===== src/rtl/bcd_alu_pkg.sv =====
package bcd_alu_pkg;

    localparam int NIB_W = 4;

    typedef enum logic [1:0] {
        KIND_BIN_ADD = 2'd0,
        KIND_BIN_SUB = 2'd1,
        KIND_DEC_ADD = 2'd2,
        KIND_DEC_SUB = 2'd3
    } op_kind_e;

    typedef struct packed {
        logic carry;
        logic neg;
        logic ovf;
        logic zero;
    } flag_set_t;

endpackage


===== src/rtl/bcd_dec_chain.sv =====
module bcd_dec_chain #(
    parameter int DIGITS = 4,
    localparam int W = DIGITS * bcd_alu_pkg::NIB_W,
    localparam int HALF_DIG = DIGITS / 2
) (
    input  logic [W-1:0] a_i,
    input  logic [W-1:0] b_i,
    input  logic         carry_i,
    input  logic         sub_i,
    output logic [W-1:0] sum_o,
    output logic         carry_half_o,
    output logic         carry_full_o
);
    logic [DIGITS-1:0] link;
    logic [DIGITS-1:0] dig_carry;

    assign link[0] = sub_i ? 1'b0 : carry_i;

    for (genvar g = 0; g < DIGITS; g++) begin : g_dig
        logic [3:0] an;
        logic [3:0] bn;
        logic       first;
        logic [4:0] add_s;
        logic [4:0] add_m;
        logic       fix_add;
        logic [5:0] sub_v;
        logic [5:0] sub_p;
        logic       fix_sub;

        assign an = a_i[g*4 +: 4];
        assign bn = b_i[g*4 +: 4];

        if (g == 0) begin : g_lo
            assign first = ~carry_i;
        end else begin : g_up
            assign first = 1'b0;
        end

        // add path: unsigned digit sum, corrected above nine
        assign add_s   = {1'b0, an} + {1'b0, bn} + {4'b0, link[g]};
        assign fix_add = add_s > 5'd9;
        assign add_m   = add_s - 5'd10;

        // subtract path: signed digit value, corrected when negative or above nine
        assign sub_v   = {2'b0, an} - {2'b0, bn} - {5'b0, first} - {5'b0, link[g]};
        assign fix_sub = sub_v[5] | (sub_v[4:0] > 5'd9);
        assign sub_p   = sub_v + 6'd10;

        assign sum_o[g*4 +: 4] = sub_i ? (fix_sub ? sub_p[3:0] : sub_v[3:0])
                                       : (fix_add ? add_m[3:0] : add_s[3:0]);
        assign dig_carry[g]    = sub_i ? ~fix_sub : fix_add;

        if (g < DIGITS - 1) begin : g_next
            assign link[g+1] = sub_i ? fix_sub : fix_add;
        end
    end

    assign carry_half_o = dig_carry[HALF_DIG-1];
    assign carry_full_o = dig_carry[DIGITS-1];

endmodule


===== src/rtl/bcd_bin_path.sv =====
module bcd_bin_path #(
    parameter int W = 16,
    localparam int H = W / 2
) (
    input  logic [W-1:0] a_i,
    input  logic [W-1:0] b_i,
    input  logic         carry_i,
    input  logic         sub_i,
    output logic [W-1:0] sum_o,
    output logic         carry_half_o,
    output logic         carry_full_o
);
    logic [W-1:0] b_eff;
    logic [H:0]   lo;
    logic [H:0]   hi;

    // subtract as A + ~B + C, so carry out means no borrow
    assign b_eff = sub_i ? ~b_i : b_i;
    assign lo    = {1'b0, a_i[H-1:0]} + {1'b0, b_eff[H-1:0]} + {{H{1'b0}}, carry_i};
    assign hi    = {1'b0, a_i[W-1:H]} + {1'b0, b_eff[W-1:H]} + {{H{1'b0}}, lo[H]};

    assign sum_o        = {hi[H-1:0], lo[H-1:0]};
    assign carry_half_o = lo[H];
    assign carry_full_o = hi[H];

endmodule


===== src/rtl/bcd_alu_flags.sv =====
module bcd_alu_flags #(
    parameter int W = 16,
    localparam int H = W / 2
) (
    input  logic [W-1:0] r_i,
    input  logic [1:0]   a_msb_i,  // {bit W-1, bit H-1}
    input  logic [1:0]   b_msb_i,
    input  logic         wide_i,
    input  logic         sub_i,
    output logic         neg_o,
    output logic         ovf_o,
    output logic         zero_o
);
    logic [1:0] r_msb;
    logic [1:0] ovf_pair;

    assign r_msb = {r_i[W-1], r_i[H-1]};

    for (genvar k = 0; k < 2; k++) begin : g_ovf
        assign ovf_pair[k] = sub_i ? ((a_msb_i[k] ^ b_msb_i[k]) & (a_msb_i[k] ^ r_msb[k]))
                                   : (~(a_msb_i[k] ^ b_msb_i[k]) & (a_msb_i[k] ^ r_msb[k]));
    end

    assign neg_o  = wide_i ? r_msb[1]    : r_msb[0];
    assign ovf_o  = wide_i ? ovf_pair[1] : ovf_pair[0];
    assign zero_o = wide_i ? (r_i == '0) : (r_i[H-1:0] == '0);

endmodule


===== src/rtl/bcd_alu.sv =====
module bcd_alu #(
    parameter int DATA_W = 16
) (
    input  logic              clk,
    input  logic              rst_n,
    input  logic              in_valid,
    input  logic [DATA_W-1:0] acc_in,
    input  logic [DATA_W-1:0] opnd_in,
    input  logic              carry_in,
    input  logic              dec_in,
    input  logic              wide_in,
    input  logic              sub_in,
    output logic              out_valid,
    output logic [DATA_W-1:0] res_out,
    output logic              carry_out,
    output logic              neg_out,
    output logic              ovf_out,
    output logic              zero_out
);
    import bcd_alu_pkg::*;

    localparam int HALF_W = DATA_W / 2;
    localparam int DIGITS = DATA_W / NIB_W;

    op_kind_e          kind;
    logic [DATA_W-1:0] dec_sum;
    logic              dec_c_half;
    logic              dec_c_full;
    logic [DATA_W-1:0] bin_sum;
    logic              bin_c_half;
    logic              bin_c_full;
    logic [DATA_W-1:0] raw;
    logic              raw_carry;
    logic [DATA_W-1:0] merged;
    flag_set_t         next_flags;
    flag_set_t         flags_q;
    logic [DATA_W-1:0] res_q;
    logic              valid_q;

    assign kind = op_kind_e'({dec_in, sub_in});

    bcd_dec_chain #(.DIGITS(DIGITS)) u_dec (
        .a_i          (acc_in),
        .b_i          (opnd_in),
        .carry_i      (carry_in),
        .sub_i        (sub_in),
        .sum_o        (dec_sum),
        .carry_half_o (dec_c_half),
        .carry_full_o (dec_c_full)
    );

    bcd_bin_path #(.W(DATA_W)) u_bin (
        .a_i          (acc_in),
        .b_i          (opnd_in),
        .carry_i      (carry_in),
        .sub_i        (sub_in),
        .sum_o        (bin_sum),
        .carry_half_o (bin_c_half),
        .carry_full_o (bin_c_full)
    );

    always_comb begin
        unique case (kind)
            KIND_BIN_ADD, KIND_BIN_SUB: begin
                raw       = bin_sum;
                raw_carry = wide_in ? bin_c_full : bin_c_half;
            end
            KIND_DEC_ADD, KIND_DEC_SUB: begin
                raw       = dec_sum;
                raw_carry = wide_in ? dec_c_full : dec_c_half;
            end
            default: begin
                raw       = '0;
                raw_carry = 1'b0;
            end
        endcase
    end

    assign merged = wide_in ? raw : {acc_in[DATA_W-1:HALF_W], raw[HALF_W-1:0]};

    bcd_alu_flags #(.W(DATA_W)) u_flags (
        .r_i     (merged),
        .a_msb_i ({acc_in[DATA_W-1], acc_in[HALF_W-1]}),
        .b_msb_i ({opnd_in[DATA_W-1], opnd_in[HALF_W-1]}),
        .wide_i  (wide_in),
        .sub_i   (sub_in),
        .neg_o   (next_flags.neg),
        .ovf_o   (next_flags.ovf),
        .zero_o  (next_flags.zero)
    );

    assign next_flags.carry = raw_carry;

    always_ff @(posedge clk) begin
        if (!rst_n) begin
            valid_q <= 1'b0;
            res_q   <= '0;
            flags_q <= '0;
        end else begin
            valid_q <= in_valid;
            if (in_valid) begin
                res_q   <= merged;
                flags_q <= next_flags;
            end
        end
    end

    always_comb begin
        out_valid = valid_q;
        res_out   = res_q;
        carry_out = flags_q.carry;
        neg_out   = flags_q.neg;
        ovf_out   = flags_q.ovf;
        zero_out  = flags_q.zero;
    end

endmodule


===== config.mk =====
export PLATFORM = sky130hd
export DESIGN_NAME = bcd_alu
export DESIGN_NICKNAME = d
export VERILOG_FILES = /design/src/rtl/bcd_alu_pkg.sv /design/src/rtl/bcd_dec_chain.sv /design/src/rtl/bcd_bin_path.sv /design/src/rtl/bcd_alu_flags.sv /design/src/rtl/bcd_alu.sv
export SDC_FILE = /design/constraint.sdc
export NUM_CORES = 1
export LEC_CHECK = 0
export BUFFER_PORTS_ARGS = -buffer_cell sky130_fd_sc_hd__buf_2
export CORE_MARGIN = 5
export CORE_UTILIZATION = 60
export CTS_BUF_LIST = sky130_fd_sc_hd__clkbuf_2 sky130_fd_sc_hd__clkbuf_4 sky130_fd_sc_hd__clkbuf_8
export DETAILED_ROUTE_END_ITERATION = 8
export HOLD_SLACK_MARGIN = 0.06
export PLACE_DENSITY = 0.92
export SYNTH_ARGS = -nofsm -noshare
export SYNTH_HDL_FRONTEND = slang
export SYNTH_SLANG_ARGS = --single-unit

===== constraint.sdc =====
create_clock -name clk -period 10.75 [get_ports clk]
set_input_delay 0 -clock clk [delete_from_list [all_inputs] [get_ports clk]]
set_output_delay 0 -clock clk [all_outputs]
set_load 0.03 [all_outputs]

==> impl_metrics.py <==
metrics = {
    "drt": {
        "vias": 4339,
        "vias_per_cell": 6.03,
        "drtAntennaViolNets": 0,
        "drt_wl_total_mm": 11.7,
        "first_pass_iters": 5,
        "route.detailed.drc": 0,
        "drt_iter0_drc": 260,
        "wire_per_inst_um": 16.2,
    },
    "yosys": {
        "synth_top_area_cell": "ha_1",
        "syn_area_mm2": 0.00451,
        "synth.distinct_cells": 73,
        "synth_edf_count": 0,
        "async_reset_ff_frac": 0,
        "synth_top_area_frac": 0.183,
        "synth.area.top_cells": "ha_1 18%, dfxtp_1 9.3%, fa_1 7.1%",
        "synth-main-ff-cell": "dfxtp_1",
        "post_synth_inst_count": 578,
        "synth_warnings": 0,
        "synthesis.nets": 699,
        "synth-seq-cells": 21,
        "syn_area_per_cell_um2": 7.81,
        "yosysSeqAreaShare": 0.0932,
    },
    "clock_tree": {
        "root_buffer": "clkbuf_8",
        "cts_buffers": 3,
        "post_cts_resize_count": 0,
        "cts_buffer_depth": 2,
        "worstSkewPairLatency_ps": 270,
        "cts.clk_slew.worst_paths_ps": 80,
        "cts_sinks": 21,
        "cts-htree-levels": 1,
        "cts_tree": "yes",
    },
    "global_route": {
        "grt_use_total": 0.243,
        "grt_pass1_wl_mm": 19.9,
        "antenna_found_initial": 0,
        "globalRouteOverflowTotal": 0,
        "grt_max_degree": 34,
        "grt_pass1_vias": 4413,
    },
    "sta": {
        "setup_viol": 0,
        "post-route-period-util": 0.893,
        "final-hold-violation-count": 0,
        "rsz0062_at_grt": "false",
        "min_period_ps": 9600,
        "worst_pin_slew_ps": 569,
        "max_freq_mhz": 104,
        "clock_skew_ps": 0,
        "finalWorstSetupSlack_ps": 1150,
        "tns_ps": 0,
        "slew_viol_final": 0,
        "relSlewSlack": 0.616,
    },
    "placed_design": {
        "place.gp.congestion": 0.897,
        "port_buffers": 59,
        "hpwl_mm": 9.54,
        "dp_slack_ps": 1020,
    },
    "power_and_ir_drop": {
        "finalPower_mw": 0.595,
        "vdd_drop_max_uv": 59.1,
        "powerDensity_mw_per_mm2": 122,
        "p_leak_nw": 2.42,
    },
    "worst_setup_path": {
        "crit_path_start_kind": "input port",
        "cp.arrival_ps": 9790,
        "end_kind": "flip-flop",
        "critPathMaxStageDelay_ps": 530,
        "cpMostUsedCell": "inv_1",
        "reg2reg_from": "res_out[5]",
        "cp.required_ps": 10940,
        "ff2ff_path_depth": 2,
        "crit_fanout": 9,
        "cp-startpoint": "sub_in",
        "setup.worst_path.class": "input port to flip-flop",
        "cp_slowest_cell": "or4_1",
    },
    "finish": {
        "area_growth_pct": 8.18,
        "final_cell_mix": "70 x inv_1, 66 x ha_1, 59 x buf_2",
        "fin_util": 0.669,
        "mostFrequentLayoutCell": "inv_1",
        "fin_nets": 742,
        "fillers": 624,
        "drive_gt1_frac": 0.147,
        "n_antenna_cell": 0,
    },
    "status": {
        "status": "completed",
    },
    "floorplanning": {
        "die_x_um": 96.7,
        "io_pins": 60,
        "die_height_um": 96.7,
        "start_util": 0.619,
        "fp-row-count": 31,
        "core_region_area_mm2": 0.00729,
        "die_area_mm2": 0.00935,
    },
    "hold_path": {
        "hold_depth": 3,
        "hp-start": "acc_in[7]",
        "hp-class": "input port to flip-flop",
    },
    "flow_run": {
        "cap_violations": 0,
    },
}
[final timing paths]
kind / to / slack (ps)
max: zero_out / 1150
min: ovf_out / 70
max reg2reg: res_out[5] / 9920
min reg2reg: res_out[3] / 480
[critical path, delay by kind of cell]
kind | cells | cell delay, ps
adders and majority gates | 12 | 3980
AOI/OAI and AO/OA | 11 | 2460
and+or+nand+nor | 11 | 1590
buffers and inverters | 11 | 1010
xor gates and xnor gates | 2 | 710
[cells in the mapped netlist, drive strengths merged (4+ instances only)]
cell type  number
nand2          28
mux2            6
nor3            7
o21ai          28
o31ai           5
nor2           53
a21o           12
clkbuf         16
xor2           27
a211oi         11
o21bai          5
a31oi           8
and2            4
a31o            4
dfxtp          21
nand2b         10
inv            72
nand3          10
a21oi          38
buf             7
or3             4
fa             16
a221oi          4
mux2i          11
nor2b          10
xnor2          29
ha             66
[cell type report]
cell class / instances / area [um^2] / share of cell area
multi-input cells: 461 / 3700 / 0.759
flip-flops and latches: 21 / 420 / 0.0861
well taps: 99 / 124 / 0.0254
clock buffers: 3 / 41.3 / 0.00846
inverters: 73 / 274 / 0.0561
clock inverters: 1 / 5.00 / 0.00103
repair buffers: 61 / 313 / 0.0641
[layer usage]
metal	GRT usage	part of all wire
met1	0.308	0.42
met2	0.418	0.47
met3	0.0388	0.075
met4	0.0832	0.028
met5	0	0
[cells by family (layout without fill, tap and decap cells)]
family	count (synthesis)	count (layout)	share of synthesized area
AOI/OAI and AO/OA	157	157	0.247
and+or+nand+nor	149	149	0.164
buffers and inverters	96	138	0.0860
adders and majority gates	82	82	0.254
xor gates and xnor gates	56	56	0.116
DFF	21	21	0.0932
muxes	17	17	0.0394
[through the flow]
stage / hold WS (ps) / cells / cell area [um^2]
6_report: 72.6 / 719 / 4880
4_1_cts: 67.7 / 719 / 4880
3_3_place_gp: 329 / 714 / 4820
2_1_floorplan: 164 / 578 / 4510
3_5_place_dp: 335 / 714 / 4820
5_1_grt: 104 / 719 / 4880
[timing repair]
| item | in CTS | in global routing |
|---|---|---|
| hold buffers | 1 | 0 |
| endpoints found under the hold margin | 4 | 0 |
| buffers inserted | 0 | 0 |
[flip-flops by register name, indices dropped and copies added (netlist names)]
register and count:
ovf_out 1, out_valid 1, neg_out 1, zero_out 1
carry_out 1, res_out 16
[report_power, final]
| part | total (mW) | switching, mW | internal (mW) |
|---|---|---|---|
| Sequential | 0.0911 | 0.00498 | 0.0862 |
| Combinational | 0.451 | 0.265 | 0.186 |
| Clock | 0.0534 | 0.0274 | 0.0259 |
Note: power is estimated with default switching activity, not from simulation.
